===== src/rtl/pwm10_pkg.sv =====
package pwm10_pkg;
  typedef struct packed {
    logic inc;   // advance count
    logic clr;   // return count to zero
    logic load;  // copy staged values to working copies
    logic run;   // block enabled
    logic pol;   // duty level
  } pwmStrobe_t;

  typedef enum logic [1:0] {
    SEL_PER_LO  = 2'd0,
    SEL_DUTY_LO = 2'd1,
    SEL_HIGH    = 2'd2,
    SEL_CTRL    = 2'd3
  } regSel_t;
endpackage


===== src/rtl/pwm10_ctrl.sv =====
module pwm10_ctrl
  import pwm10_pkg::*;
#(
  parameter int RES_BITS = 10,
  parameter int LOW_BITS = 8
) (
  input  logic                clk,
  input  logic                rstN,
  input  logic                wrEn,
  input  logic [1:0]          wrSel,
  input  logic [LOW_BITS-1:0] wrData,
  input  logic                tick,
  input  logic                atTop,
  output pwmStrobe_t          strb,
  output logic [RES_BITS-1:0] perStg,
  output logic [RES_BITS-1:0] dutyStg
);
  localparam int HIGH_BITS = RES_BITS - LOW_BITS;

  logic [LOW_BITS-1:0]  perLo, dutyLo;
  logic [HIGH_BITS-1:0] perHi, dutyHi;
  logic                 enReg, polReg;

  always_ff @(posedge clk) begin
    if (!rstN) begin
      perLo  <= '0;
      dutyLo <= '0;
      perHi  <= '0;
      dutyHi <= '0;
      enReg  <= 1'b0;
      polReg <= 1'b0;
    end else if (wrEn) begin
      case (regSel_t'(wrSel))
        SEL_PER_LO:  perLo  <= wrData;
        SEL_DUTY_LO: dutyLo <= wrData;
        SEL_HIGH: begin
          perHi  <= wrData[2*HIGH_BITS-1:HIGH_BITS];
          dutyHi <= wrData[HIGH_BITS-1:0];
        end
        default: begin
          enReg  <= wrData[0];
          polReg <= wrData[1];
        end
      endcase
    end
  end

  assign perStg  = {perHi, perLo};
  assign dutyStg = {dutyHi, dutyLo};

  logic wrapNow;
  assign wrapNow = enReg && tick && atTop;

  always_comb begin
    strb.run  = enReg;
    strb.pol  = polReg;
    strb.inc  = enReg && tick && !atTop;
    strb.clr  = !enReg || wrapNow;
    strb.load = !enReg || wrapNow;
  end

  // without a tick an enabled block must not move its count
  p_no_step_without_tick_r9: assert property (@(posedge clk) disable iff (!rstN)
    (enReg && !tick) |-> (!strb.inc && !strb.clr));
endmodule


===== src/rtl/pwm10_datapath.sv =====
module pwm10_datapath
  import pwm10_pkg::*;
#(
  parameter int RES_BITS = 10
) (
  input  logic                clk,
  input  logic                rstN,
  input  pwmStrobe_t          strb,
  input  logic [RES_BITS-1:0] perStg,
  input  logic [RES_BITS-1:0] dutyStg,
  output logic                atTop,
  output logic                pwmOut
);
  logic [RES_BITS-1:0] cnt, perAct, dutyAct;

  always_ff @(posedge clk) begin
    if (!rstN) begin
      cnt     <= '0;
      perAct  <= '0;
      dutyAct <= '0;
    end else begin
      if (strb.load) begin
        perAct  <= perStg;
        dutyAct <= dutyStg;
      end
      if (strb.clr)      cnt <= '0;
      else if (strb.inc) cnt <= cnt + 1'b1;
    end
  end

  assign atTop = (cnt == perAct);

  logic fullDuty, inDuty;
  always_comb begin
    fullDuty = (dutyAct >= perAct);
    inDuty   = fullDuty || (cnt < dutyAct);
    pwmOut   = (strb.run && inDuty) ? strb.pol : !strb.pol;
  end

  // count never passes the working period
  p_cnt_in_range_r3: assert property (@(posedge clk) disable iff (!rstN)
    cnt <= perAct);
  // working values only change on a load strobe
  p_shadow_hold_r7: assert property (@(posedge clk) disable iff (!rstN)
    !strb.load |=> ($stable(perAct) && $stable(dutyAct)));
  // count frozen when neither stepping nor clearing
  p_cnt_hold_r9: assert property (@(posedge clk) disable iff (!rstN)
    (!strb.inc && !strb.clr) |=> $stable(cnt));
  // a disabled block sits at count zero on the next cycle
  p_idle_zero_r8: assert property (@(posedge clk) disable iff (!rstN)
    !strb.run |=> cnt == '0);
  // at count zero with a nonzero duty the output is at the duty level
  p_start_level_r4: assert property (@(posedge clk) disable iff (!rstN)
    (strb.run && cnt == '0 && dutyAct != '0) |-> pwmOut == strb.pol);
endmodule


===== src/rtl/pwm10_polsel.sv =====
module pwm10_polsel
  import pwm10_pkg::*;
#(
  parameter int RES_BITS = 10,
  parameter int LOW_BITS = 8
) (
  input  logic                clk,
  input  logic                rstN,
  input  logic                wrEn,
  input  logic [1:0]          wrSel,
  input  logic [LOW_BITS-1:0] wrData,
  input  logic                tick,
  output logic                pwmOut
);
  pwmStrobe_t          strb;
  logic [RES_BITS-1:0] perStg, dutyStg;
  logic                atTop;

  pwm10_ctrl #(.RES_BITS(RES_BITS), .LOW_BITS(LOW_BITS)) uCtrl (
    .clk(clk), .rstN(rstN), .wrEn(wrEn), .wrSel(wrSel), .wrData(wrData),
    .tick(tick), .atTop(atTop), .strb(strb), .perStg(perStg), .dutyStg(dutyStg)
  );

  pwm10_datapath #(.RES_BITS(RES_BITS)) uDp (
    .clk(clk), .rstN(rstN), .strb(strb), .perStg(perStg), .dutyStg(dutyStg),
    .atTop(atTop), .pwmOut(pwmOut)
  );

  // while disabled the output rests opposite to polarity
  p_idle_level_r8: assert property (@(posedge clk) disable iff (!rstN)
    !strb.run |-> pwmOut != strb.pol);
endmodule


===== config.mk =====
export PLATFORM = sky130hd
export DESIGN_NAME = pwm10_polsel
export DESIGN_NICKNAME = d
export VERILOG_FILES = /design/src/rtl/pwm10_pkg.sv /design/src/rtl/pwm10_ctrl.sv /design/src/rtl/pwm10_datapath.sv /design/src/rtl/pwm10_polsel.sv
export SDC_FILE = /design/constraint.sdc
export NUM_CORES = 1
export LEC_CHECK = 0
export CORE_ASPECT_RATIO = 0.7
export CORE_MARGIN = 2
export CORE_UTILIZATION = 45
export DETAILED_ROUTE_END_ITERATION = 6
export GPL_TIMING_DRIVEN = 0
export PLACE_DENSITY_LB_ADDON = 0.12
export SYNTH_ARGS = -nofsm -noshare
export SYNTH_HDL_FRONTEND = slang
export SYNTH_SLANG_ARGS = --single-unit

===== constraint.sdc =====
create_clock -name clk -period 2.25 [get_ports clk]
set_clock_uncertainty 0.15 [all_clocks]
set_input_delay 0.225 -clock clk [delete_from_list [all_inputs] [get_ports clk]]
set_output_delay 0.225 -clock clk [all_outputs]
set_load 0.01 [all_outputs]

[Word-level counts from Yosys, hierarchy flattened]
Index checks and enable logic that the tools add are counted.
Storage, ports and cells
  bits in registers: 52
  output and inout bits: 1
  logic and storage cells: 34
Operators by class
  add/sub/neg operators: 1
  $lt $le $gt $ge: 2
  equality and inequality tests: 3
  multiplexer cells: 1
  bitwise logic cells: 2
  reductions and logical operators: 16
Operator list (count)
  10-bit by 1-bit adder with 10-bit output, second input constant: 1
  10-bit == test: 1
  10-bit >= comparator: 1
  10-bit less-than comparator: 1
  2-bit AND reduction: 4
  1-bit logical AND: 4
  1-bit logical NOT: 3
  3-bit OR reduction: 1
  2-bit by 1-bit == test with 1-bit output, second input constant: 1
  2-bit == test, second input constant: 1
  2-bit logical NOT: 1
  1-bit logical OR: 2
  1-bit inverter: 2
  2-bit OR reduction: 1
  1-bit two-way mux: 1

[Logic depth before layout (Yosys ltp)]
Gate-level depths: netlist (run 1).
  depth after elaboration: 4
  mapped depth: 7

[Modules after synthesis]
A second synthesis (run 1) with hierarchy kept.
Unflattened totals
  cells, all modules: 287
  area total of the unflattened synthesis: 2668.8 sq um
Modules (own cells, without submodules)
  pwm10_datapath: instances 1, cells an instance 197, area each 1789.2 sq um, sequential area each 600.6 sq um
  pwm10_ctrl: instances 1, cells an instance 90, area each 879.6 sq um, sequential area each 440.4 sq um

[Least setup slack after synthesis (run 1)]
No wires, ideal clock.
  path kind: reg-to-output
  from: register uDp.perAct[3]
  to: output pwmOut
  data arrival time: 1.880 ns
  data required time: 1.875 ns
  slack: -0.005 ns
  stages on the path, launching flop included: 8
  cells stage by stage: dfxtp_1 -> inv_1 -> ha_1 -> a211o_1 -> a21oi_1 -> o21ai_0 -> a221o_1 -> nor4b_1
On the way
  cells in the longest elaborated chain, start to end: 4
RTL lines
  start: declaration: line pwm10_datapath.sv:14  | logic [RES_BITS-1:0] cnt, perAct, dutyAct;
  start signal: assignment: line pwm10_datapath.sv:23  | perAct <= perStg;
  10-bit >= comparator: line pwm10_datapath.sv:35  | fullDuty = (dutyAct >= perAct);
  1-bit logical OR: line pwm10_datapath.sv:36  | inDuty = fullDuty || (cnt < dutyAct);
  1-bit logical AND: line pwm10_datapath.sv:37  | pwmOut = (strb.run && inDuty) ? strb.pol : !strb.pol;
  1-bit two-way mux: line pwm10_datapath.sv:37
  end: declaration: line pwm10_polsel.sv:13  | output logic pwmOut
Every way passes these cells.

[Worst setup path in the final report (run 1)]
Same ends and word-level chain as after synthesis.

==> flow_metrics.env, run 1 <==
export IMPL_fin_util_pct=54.54
export IMPL_yosys_register_bits=52
export IMPL_cp_end_kind="output port"
export IMPL_placementRows=23
export IMPL_synth_edff_count=0
export IMPL_cp_start_kind="register"
export IMPL_status="finished, violations left"
export IMPL_diodes=0
export IMPL_holdPathStages=3
export IMPL_grt_pass1_wl_um=10090
export IMPL_antenna_left=0
export IMPL_drtIter0Drc=105
export IMPL_use_met1_pct=30.64
export IMPL_cts_max_path_buffers=2
export IMPL_dr_pass1_iters=4
export IMPL_grt_pass1_vias=2041
export IMPL_fill_cells=559
export IMPL_violations="negative setup slack"
export IMPL_port_buffers=12
export IMPL_drive_gt1_share_pct=13.10
export IMPL_critPathTopFamily="compound AO/OA/AOI/OAI gates"
export IMPL_ys_seq_area_share_pct=38.79
export IMPL_gr_usage_all_layers_pct=20.48
export IMPL_avgSynthCellArea_um2=8.630
export IMPL_timing_final_ws_setup_ps=-197.0
export IMPL_crit_path_cell_trace="inv_2, ha_4, a211o_1, a21oi_2, o21ai_2, a221o_1, nor4b_2, buf_2"
export IMPL_cp_num_buf_inv=2
export IMPL_clkSinkCount=52
export IMPL_vias_per_cell=5.270
export IMPL_die_w_um=96.31
export IMPL_synth_xor_area_share_pct=4.242
export IMPL_start_util_pct=46.63
export IMPL_finalSetupViolCount=1
export IMPL_synth_async_reset_ratio_pct=0
export IMPL_path_clk_slew_ps=90
export IMPL_placedCellCount=398
export IMPL_ir_drop_uv=232.8
export IMPL_wire_per_inst_um=14.84
export IMPL_synth_cell_types=35
export IMPL_ff2ff_path_depth=5
export IMPL_gp_congestion=0.8678
export IMPL_synth_compound_area_share_pct=11.89
export IMPL_final_cell_mix="dfxtp_1, nand3_1, nand2_1, inv_1"
export IMPL_final_cells=411
export IMPL_crit_path_max_fanout=2
export IMPL_route_detailed_drc=0
export IMPL_grt_use_met3_pct=3.587
export IMPL_crit_path_max_incr_delay_ps=340
export IMPL_crit_slowest_cell="dfxtp_2"
export IMPL_cts_tree="built"
export IMPL_synth_fp_nets=345
export IMPL_min_period_over_period_pct=108.8
export IMPL_cts_max_level=2
export IMPL_drt_total_wl_um=6100
export IMPL_fp_dieH_um=68.62
export IMPL_worstPathRequired_ps=1880
export IMPL_critPathKind="register to output port"
export IMPL_yosys_area_share_simple_pct=21.96
export IMPL_netlist_area_um2=2684
export IMPL_pin_count=15
export IMPL_synthFlopType="dfxtp_1"
export IMPL_final_max_slew_viol_count=0
export IMPL_area_growth_pct=16.97
export IMPL_die_area_um2=6608
export IMPL_grt_ovfl_total=0
export IMPL_synth_fa_ha_area_share_pct=9.324
export IMPL_synth_top_family_by_area="simple AND/OR/NAND/NOR gates"
export IMPL_final_min_clock_period_ps=2447
export IMPL_route_vias_total=2166
export IMPL_syn_inst=311
export IMPL_maxSlewHeadroom_pct=56.81
export IMPL_rsz0062_at_grt="yes"
export IMPL_leakage_nw=1.262
export IMPL_critPathArrivalTime_ps=2070
export IMPL_synthMuxAreaShare_pct=8.205
export IMPL_grt_use_met2_pct=29.86
export IMPL_layout_commonest_cell="dfxtp_1"
export IMPL_clk_latency_ps=310
export IMPL_antenna_found_initial=0
export IMPL_tightest_slew_ps=647.8
export IMPL_setup_tns_final_ps=-197.0
export IMPL_hold_path_class="input port to register"
export IMPL_grt_max_degree=16
export IMPL_finalHoldViolations=0
export IMPL_core_um2=5756
export IMPL_worstSetupPathDepth=8
export IMPL_fin_hold_ws_ps=157.3
export IMPL_fmax_mhz=408.7
export IMPL_cts_root_buf="clkbuf_8"
export IMPL_cts_buffers_inserted=5
export IMPL_top_usage_layer="met1"
export IMPL_drv_cap=0
export IMPL_dp_hpwl_um=4638
export IMPL_final_nets=369
export IMPL_yosysWarnings=0
export IMPL_power_density_nw_per_um2=543.9
[kinds of logic (layout without fill, tap and decap cells)]
| logic type | count (synthesis) | after routing |
|---|---|---|
| AND/OR/NAND/NOR | 112 | 112 |
| flip-flops | 52 | 52 |
| XOR/XNOR | 13 | 13 |
| adder cells (fa/ha/maj) | 20 | 20 |
| buffers and inverters | 39 | 64 |
| AO/OA/AOI/OAI | 53 | 53 |
| multiplexers | 22 | 22 |
[what timing repair did]
| item | CTS | global route |
|---|---|---|
| endpoints found under the hold margin | 0 | 0 |
| resized for setup | 20 | 15 |
| setup buffers | 2 | 3 |
| setup endpoints to repair | 1 | 3 |
| hold buffers | 0 | 0 |
| pin swaps | 1 | 2 |
[metal layers]
layer	part of all wire (%)	routed length (µm)	vias up
met5	0	0	-
met4	1.2	76	0
met3	4.0	247	8
met2	40	2465	43
met1	54	3310	992
li1	-	-	1123
[synthesized netlist by cell type, types with 3 or more instances]
library cell | n | area (µm²)
a21oi_1 | 15 | 75.07
buf_1 | 3 | 11.26
buf_2 | 3 | 15.01
clkbuf_1 | 8 | 30.03
dfxtp_1 | 52 | 1041
ha_1 | 20 | 250.2
inv_1 | 25 | 93.84
mux2i_1 | 22 | 220.2
nand2_1 | 29 | 108.9
nand2b_1 | 5 | 31.28
nand3_1 | 31 | 155.2
nand3b_1 | 4 | 30.03
nand4_1 | 5 | 31.28
nor2_1 | 9 | 33.78
nor2b_1 | 22 | 137.6
o21ai_1 | 20 | 100.1
xor2_1 | 13 | 113.9
[state kept, by name, indices dropped and copies added, names as in the netlist]
name	cells
uDp.perAct	10
uCtrl.perLo	8
uCtrl.enReg	1
uDp.cnt	10
uCtrl.perHi	2
uCtrl.polReg	1
uCtrl.dutyHi	2
uDp.dutyAct	10
uCtrl.dutyLo	8
[power breakdown]
| part | internal [W] | total, W | switching [W] |
|---|---|---|---|
| clock network | 0.000251 | 0.000564 | 0.000313 |
| logic | 0.0000865 | 0.000185 | 0.0000984 |
| registers | 0.000940 | 0.000958 | 0.0000182 |
| total | 0.00128 | 0.00171 | 0.000430 |
[path summary, 6_finish.rpt]
kind | slack, ps | endpoint | from
min reg2reg | 300 | uDp.dutyAct[4]$_SDFFE_PN0P_ | uCtrl.dutyLo[4]$_SDFFE_PN0P_
max | -200 | pwmOut | uDp.perAct[3]$_SDFFE_PN0P_
min | 160 | uDp.cnt[1]$_SDFFE_PP0P_ | tick
max reg2reg | 240 | uDp.perAct[6]$_SDFFE_PN0P_ | uDp.cnt[8]$_SDFFE_PP0P_
[tightest hold or removal path: cells and delay by family]
| kind | cells | cell delay (ps) |
|---|---|---|
| AO/OA/AOI/OAI | 1 | 60 |
| AND/OR/NAND/NOR | 1 | 120 |
| buffers and inverters | 1 | 170 |
[final cells by class]
class	instances	area [µm²]	share of cell area [%]
flip-flops and latches	52	1059	33.72
multi-input cells	220	1590	50.66
plain buffers	14	56.30	1.794
inverters	25	93.84	2.989
clock buffers	7	86.33	2.750
well taps	75	93.84	2.989
clock inverters	1	7.507	0.2391
repair buffers	17	152.6	4.862
[through the flow]
stage | worst slack (ps) | total power, W | cell area, µm²
detailed placement | -507.9 | 0.001145 | 2904
CTS | -226.5 | 0.001714 | 3050
floorplan | 113.3 | 0.001082 | 2690
global placement | -483.6 | 0.001143 | 2904
global route | -296.5 | 0.001788 | 3139
finish | -197.0 | 0.001707 | 3139
Note: power is estimated with default switching activity, not from simulation.
==> run 2, diff against run 1 <==
PLACE_DENSITY = 0.68   (was default)
PLACE_DENSITY_LB_ADDON = default   (was 0.12)
RECOVER_POWER = 50   (was default)
REMOVE_ABC_BUFFERS = 1   (was default)
==> run 2 against run 1 <==
Compared with the run above: the run still ends with negative setup slack left; design area is 0.68% higher; wire length shrank 9.0%; sequential power barely moved; global-route usage shrank 2.4 points; first-iteration DRC count decreased by 9.5%; setup slack lost 30 ps; power decreased by 1.5%; critical path depth stayed put; sequential share of layout area shrank 0.35 points; critical endpoint unchanged; highest routed layer unchanged.
==> flow_metrics.env, run 2 (synthesis results as in run 1) <==
export IMPL_status="finished, violations left"
export IMPL_violations="negative setup slack"
export IMPL_r2r_end="uDp.cnt[8]$_SDFFE_PP0P_"
export IMPL_worstPathRequired_ps=1880
export IMPL_layout_commonest_cell="dfxtp_1"
export IMPL_placedCellCount=389
export IMPL_diodes=0
export IMPL_tightest_slew_ps=762.1
export IMPL_leakage_nw=1.262
export IMPL_switching_share_pct=25.40
export IMPL_hold_path_class="input port to register"
export IMPL_crit_path_max_incr_delay_ps=360
export IMPL_dp_hpwl_um=3892
export IMPL_reg_top3="uDp.cnt (10), uDp.dutyAct (10), uDp.perAct (10)"
export IMPL_r2r_setup_slack_ps=30
export IMPL_antenna_found_initial=0
export IMPL_crit_end="pwmOut"
export IMPL_finalSetupViolCount=1
export IMPL_wl_met1_um=3040
export IMPL_start_util_pct=46.63
export IMPL_ff2ff_path_depth=5
export IMPL_comb_power_share_pct=11.2
export IMPL_cts_max_path_buffers=2
export IMPL_final_cell_mix="dfxtp_1, nand3_1, nand2_1, inv_1"
export IMPL_pin_count=15
export IMPL_stdcell_area_um2=3161
export IMPL_crit_slowest_cell="dfxtp_2"
export IMPL_final_min_clock_period_ps=2477
export IMPL_p_seq_share_pct=56.8
export IMPL_drt_total_wl_um=5554
export IMPL_core_um2=5756
export IMPL_critPathArrivalTime_ps=2100
export IMPL_ctsHoldBuffers=0
export IMPL_cp_end_kind="output port"
export IMPL_vias_per_cell=5.163
export IMPL_gp_congestion=0.8652
export IMPL_fin_util_pct=54.91
export IMPL_min_period_over_period_pct=110.1
export IMPL_antenna_left=0
export IMPL_met2_length_um=2309
export IMPL_clk_latency_ps=310
export IMPL_wire_per_inst_um=13.75
export IMPL_fill_cells=540
export IMPL_route_vias_total=2086
export IMPL_routed_wl_met3_um=167
export IMPL_drtIter0Drc=95
export IMPL_fmax_mhz=403.8
export IMPL_placed_area_um2=2927
export IMPL_pre_cts_ws_ps=-595.8
export IMPL_die_area_um2=6608
export IMPL_grt_ovfl_total=0
export IMPL_timing_final_ws_setup_ps=-226.5
export IMPL_ir_drop_uv=290.2
export IMPL_clkSinkCount=52
export IMPL_rsz0062_at_grt="yes"
export IMPL_internal_power_w=0.001255
export IMPL_maxSlewHeadroom_pct=49.08
export IMPL_finalHoldViolations=0
export IMPL_clockPowerShare_pct=31.9
export IMPL_drive_gt1_share_pct=13.37
export IMPL_power_density_nw_per_um2=532.2
export IMPL_die_w_um=96.31
export IMPL_cp_start_kind="register"
export IMPL_fin_hold_ws_ps=147.3
export IMPL_grt_pass1_wl_um=9128
export IMPL_final_cells=404
export IMPL_final_max_slew_viol_count=0
export IMPL_r2r_start="uDp.cnt[2]$_SDFFE_PP0P_"
export IMPL_gr_usage_all_layers_pct=18.10
export IMPL_cts_buffers_inserted=5
export IMPL_grt_pass1_vias=1892
export IMPL_drv_cap=0
export IMPL_crit_path_cell_trace="inv_2, ha_4, a211o_1, a21oi_2, o21ai_2, a221o_1, nor4b_2, buf_2"
export IMPL_area_growth_pct=17.76
export IMPL_cts_tree="built"
export IMPL_top_layer="met4"
export IMPL_critPathKind="register to output port"
export IMPL_final_nets=362
export IMPL_holdPathStages=3
export IMPL_path_clk_slew_ps=100
export IMPL_crit_path_max_fanout=2
export IMPL_fp_dieH_um=68.62
export IMPL_p_sw_w=0.0004273
export IMPL_cts_max_level=2
export IMPL_cts_root_buf="clkbuf_8"
export IMPL_route_detailed_drc=0
export IMPL_dr_pass1_iters=4
export IMPL_placementRows=23
export IMPL_port_buffers=14
export IMPL_grt_max_degree=51
export IMPL_startpoint="uDp.perAct[3]$_SDFFE_PN0P_"
run 2: timing repair:
action,CTS,global route
setup buffers,5,2
gates cloned,0,0
endpoints found under the setup margin,12,15
gates resized for setup,14,18
pin swaps,4,5
run 2: routing by layer:
metal / up-vias / GRT usage, %
met5: - / 0
met4: 0 / 5.282
met3: 5 / 4.022
met2: 28 / 26.39
met1: 950 / 26.67
li1: 1103 / -
run 2: power groups by stage:
| stage | sequential, W | combinational [W] | clock (W) |
|---|---|---|---|
| after floorplan | 0.000973 | 0.0000921 | 0 |
| after global placement | 0.000977 | 0.000156 | 0 |
| after detailed placement | 0.000978 | 0.000167 | 0 |
| after CTS | 0.000957 | 0.000180 | 0.000554 |
| after global routing | 0.000959 | 0.000209 | 0.000590 |
| final | 0.000956 | 0.000189 | 0.000537 |
run 2: how the worst min path moves through the flow:
stage / from / end / slack (ps)
3_3_place_gp: uCtrl.dutyLo[7]$_SDFFE_PN0P_ / uDp.dutyAct[7]$_SDFFE_PN0P_ / 290
4_1_cts: rstN / uDp.dutyAct[6]$_SDFFE_PN0P_ / 150
5_1_grt: rstN / uDp.perAct[6]$_SDFFE_PN0P_ / 180
3_5_place_dp: uCtrl.dutyLo[7]$_SDFFE_PN0P_ / uDp.dutyAct[7]$_SDFFE_PN0P_ / 290
6_report: rstN / uDp.dutyAct[7]$_SDFFE_PN0P_ / 150
2_1_floorplan: rstN / uCtrl.dutyHi[0]$_SDFFE_PN0P_ / 200
run 2: critical path: cells and delay by family (launching register included):
kind | cells | cell delay, ps
AO/OA/AOI/OAI | 4 | 760
adder cells (fa/ha/maj) | 1 | 210
buffers and inverters | 2 | 220
flip-flops | 1 | 360
AND/OR/NAND/NOR | 1 | 220
run 2: layout make-up:
cell class | instances | area, µm² | share of cell area (%)
Tap cell | 75 | 93.84 | 2.969
Clock buffer | 6 | 72.57 | 2.296
Sequential cell | 52 | 1055 | 33.37
Inverter | 25 | 93.84 | 2.969
Multi-Input combinational cell | 220 | 1597 | 50.51
Clock inverter | 2 | 13.76 | 0.4355
Timing Repair Buffer | 24 | 235.2 | 7.443
run 2: metrics by stage:
step           power, W  setup TNS, ps
2_1_floorplan  0.001065         -11540
3_3_place_gp   0.001133         -43750
3_5_place_dp   0.001145          -1096
4_1_cts        0.001691         -344.7
5_1_grt        0.001759         -447.8
6_report       0.001682         -226.5
==> run 3, diff against run 2 <==
CORE_UTILIZATION = 44   (was 45)
PLACE_DENSITY = 0.67   (was 0.68)
==> run 3 against run 2 <==
Compared with the run above: critical path type unchanged; maximum frequency fell by 1.9%; the run still ends with negative setup slack left; utilization down 1.3 points; largest power group unchanged; hold slack better by 81 ps; critical endpoint unchanged; design area decreased by 1.4%; final cell count down 0.50%.
==> flow_metrics.env, run 3 (synthesis results as in run 1) <==
export IMPL_grt_pass1_wl_um=9273
export IMPL_drv_cap=0
export IMPL_grt_ovfl_total=0
export IMPL_ir_drop_uv=321.7
export IMPL_final_cell_mix="dfxtp_1, nand3_1, nand2_1, inv_1"
export IMPL_die_area_um2=6750
export IMPL_final_max_slew_viol_count=0
export IMPL_area_growth_pct=16.13
export IMPL_cts_max_path_buffers=2
export IMPL_clk_latency_ps=320
export IMPL_stdcell_area_um2=3117
export IMPL_fill_cells=554
export IMPL_route_detailed_drc=0
export IMPL_status="finished, violations left"
export IMPL_cp_start_kind="register"
export IMPL_reg_top3="uDp.cnt (10), uDp.dutyAct (10), uDp.perAct (10)"
export IMPL_drt_total_wl_um=5625
export IMPL_die_w_um=97.35
export IMPL_placementRows=23
export IMPL_port_buffers=14
export IMPL_r2r_start="uDp.cnt[8]$_SDFFE_PP0P_"
export IMPL_path_clk_slew_ps=100
export IMPL_drive_gt1_share_pct=11.93
export IMPL_critPathKind="register to output port"
export IMPL_gp_congestion=0.8390
export IMPL_antenna_found_initial=0
export IMPL_fmax_mhz=396.3
export IMPL_final_min_clock_period_ps=2524
export IMPL_layout_commonest_cell="dfxtp_1"
export IMPL_power_density_nw_per_um2=537.2
export IMPL_vias_per_cell=5.271
export IMPL_setup_tns_final_ps=-273.6
export IMPL_cts_max_level=2
export IMPL_pin_count=15
export IMPL_route_vias_total=2119
export IMPL_final_nets=360
export IMPL_grt_pass1_vias=1882
export IMPL_hold_path_class="input port to register"
export IMPL_ctsHoldBuffers=0
export IMPL_core_um2=5813
export IMPL_holdPathStages=3
export IMPL_worst_hold_path_endpoint="uDp.perAct[7]$_SDFFE_PN0P_"
export IMPL_grt_max_degree=38
export IMPL_dr_pass1_iters=4
export IMPL_finalSetupViolCount=1
export IMPL_r2r_end="uDp.dutyAct[1]$_SDFFE_PN0P_"
export IMPL_critPathArrivalTime_ps=2150
export IMPL_dp_hpwl_um=3994
export IMPL_ff2ff_path_depth=6
export IMPL_fin_hold_ws_ps=228.7
export IMPL_finalHoldViolations=0
export IMPL_cp_end_kind="output port"
export IMPL_min_from="rstN"
export IMPL_r2r_setup_slack_ps=60
export IMPL_min_period_over_period_pct=112.2
export IMPL_placed_area_um2=2934
export IMPL_timing_final_ws_setup_ps=-273.6
export IMPL_tightest_slew_ps=907.5
export IMPL_leakage_nw=1.251
export IMPL_diodes=0
export IMPL_multi_input_area_um2=1556
export IMPL_worstPathRequired_ps=1880
export IMPL_rsz0062_at_grt="yes"
export IMPL_cts_root_buf="clkbuf_8"
export IMPL_regArea_um2=1056
export IMPL_violations="negative setup slack"
export IMPL_clkSinkCount=52
export IMPL_gr_usage_all_layers_pct=17.16
export IMPL_cts_tree="built"
export IMPL_antenna_left=0
export IMPL_drtIter0Drc=67
export IMPL_wire_per_inst_um=13.99
export IMPL_crit_path_max_fanout=3
export IMPL_start_util_pct=46.17
export IMPL_fp_dieH_um=69.35
export IMPL_maxSlewHeadroom_pct=39.37
export IMPL_cts_buffers_inserted=5
run 3: stage by stage:
step / total power, W / worst slack [ps] / instances / utilization (%)
2_1_floorplan: 0.001065 / -576.9 / 297 / -
3_3_place_gp: 0.001134 / -1388 / 386 / 49.23
3_5_place_dp: 0.001147 / -680.7 / 389 / 50.47
4_1_cts: 0.001694 / -392.4 / 398 / 52.82
5_1_grt: 0.001754 / -394.8 / 402 / 53.62
6_report: 0.001674 / -273.6 / 402 / 53.62
run 3: timing repair:
action,4_1_cts,5_1_grt
cloned,0,0
endpoints found under the setup margin,12,14
setup buffers,1,4
gates resized for setup,16,13
pin swaps,4,5
run 3: layer usage:
metal / global-route usage [%] / routed length (µm) / vias up
li1: - / - / 1099
met1: 25.67 / 2951 / 981
met2: 23.84 / 2359 / 29
met3: 3.831 / 208 / 10
met4: 6.636 / 107 / 0
met5: 0 / 0 / -
run 3: layout make-up:
class                           instances  area share, %
Sequential cell                        52          33.88
Inverter                               25          3.011
Clock inverter                          2         0.5219
Clock buffer                            6          2.328
Multi-Input combinational cell        220          49.94
Tap cell                               75          3.011
Timing Repair Buffer                   22          7.306
run 3: worst max-delay path: stages (launching register included):
cell	delay, ps
dfxtp_1	360
inv_1	50
ha_1	340
a21oi_2	170
nand2_1	110
a31oi_4	220
a21oi_1	100
nor4b_2	300
buf_2	180
run 3: where the power goes:
group | switching [W] | internal [W] | leakage (nW)
sequential | 0.0000157 | 0.000940 | 0.426
combinational | 0.0000906 | 0.0000845 | 0.783
clock | 0.000322 | 0.000222 | 0.0414
total | 0.000428 | 0.00125 | 1.25
run 3: worst max-delay path by stage:
| stage | from | to | slack (ps) | cells past startpoint |
|---|---|---|---|---|
| CTS | uDp.perAct[3]$_SDFFE_PN0P_ | pwmOut | -390 | 8 |
| detailed placement | uDp.perAct[3]$_SDFFE_PN0P_ | pwmOut | -680 | 8 |
| global route | uDp.dutyAct[4]$_SDFFE_PN0P_ | pwmOut | -390 | 8 |
| floorplan | uDp.cnt[2]$_SDFFE_PP0P_ | uDp.dutyAct[0]$_SDFFE_PN0P_ | -580 | 5 |
| global placement | uDp.cnt[8]$_SDFFE_PP0P_ | uDp.perAct[9]$_SDFFE_PN0P_ | -1390 | 5 |
| finish | uDp.dutyAct[4]$_SDFFE_PN0P_ | pwmOut | -270 | 8 |
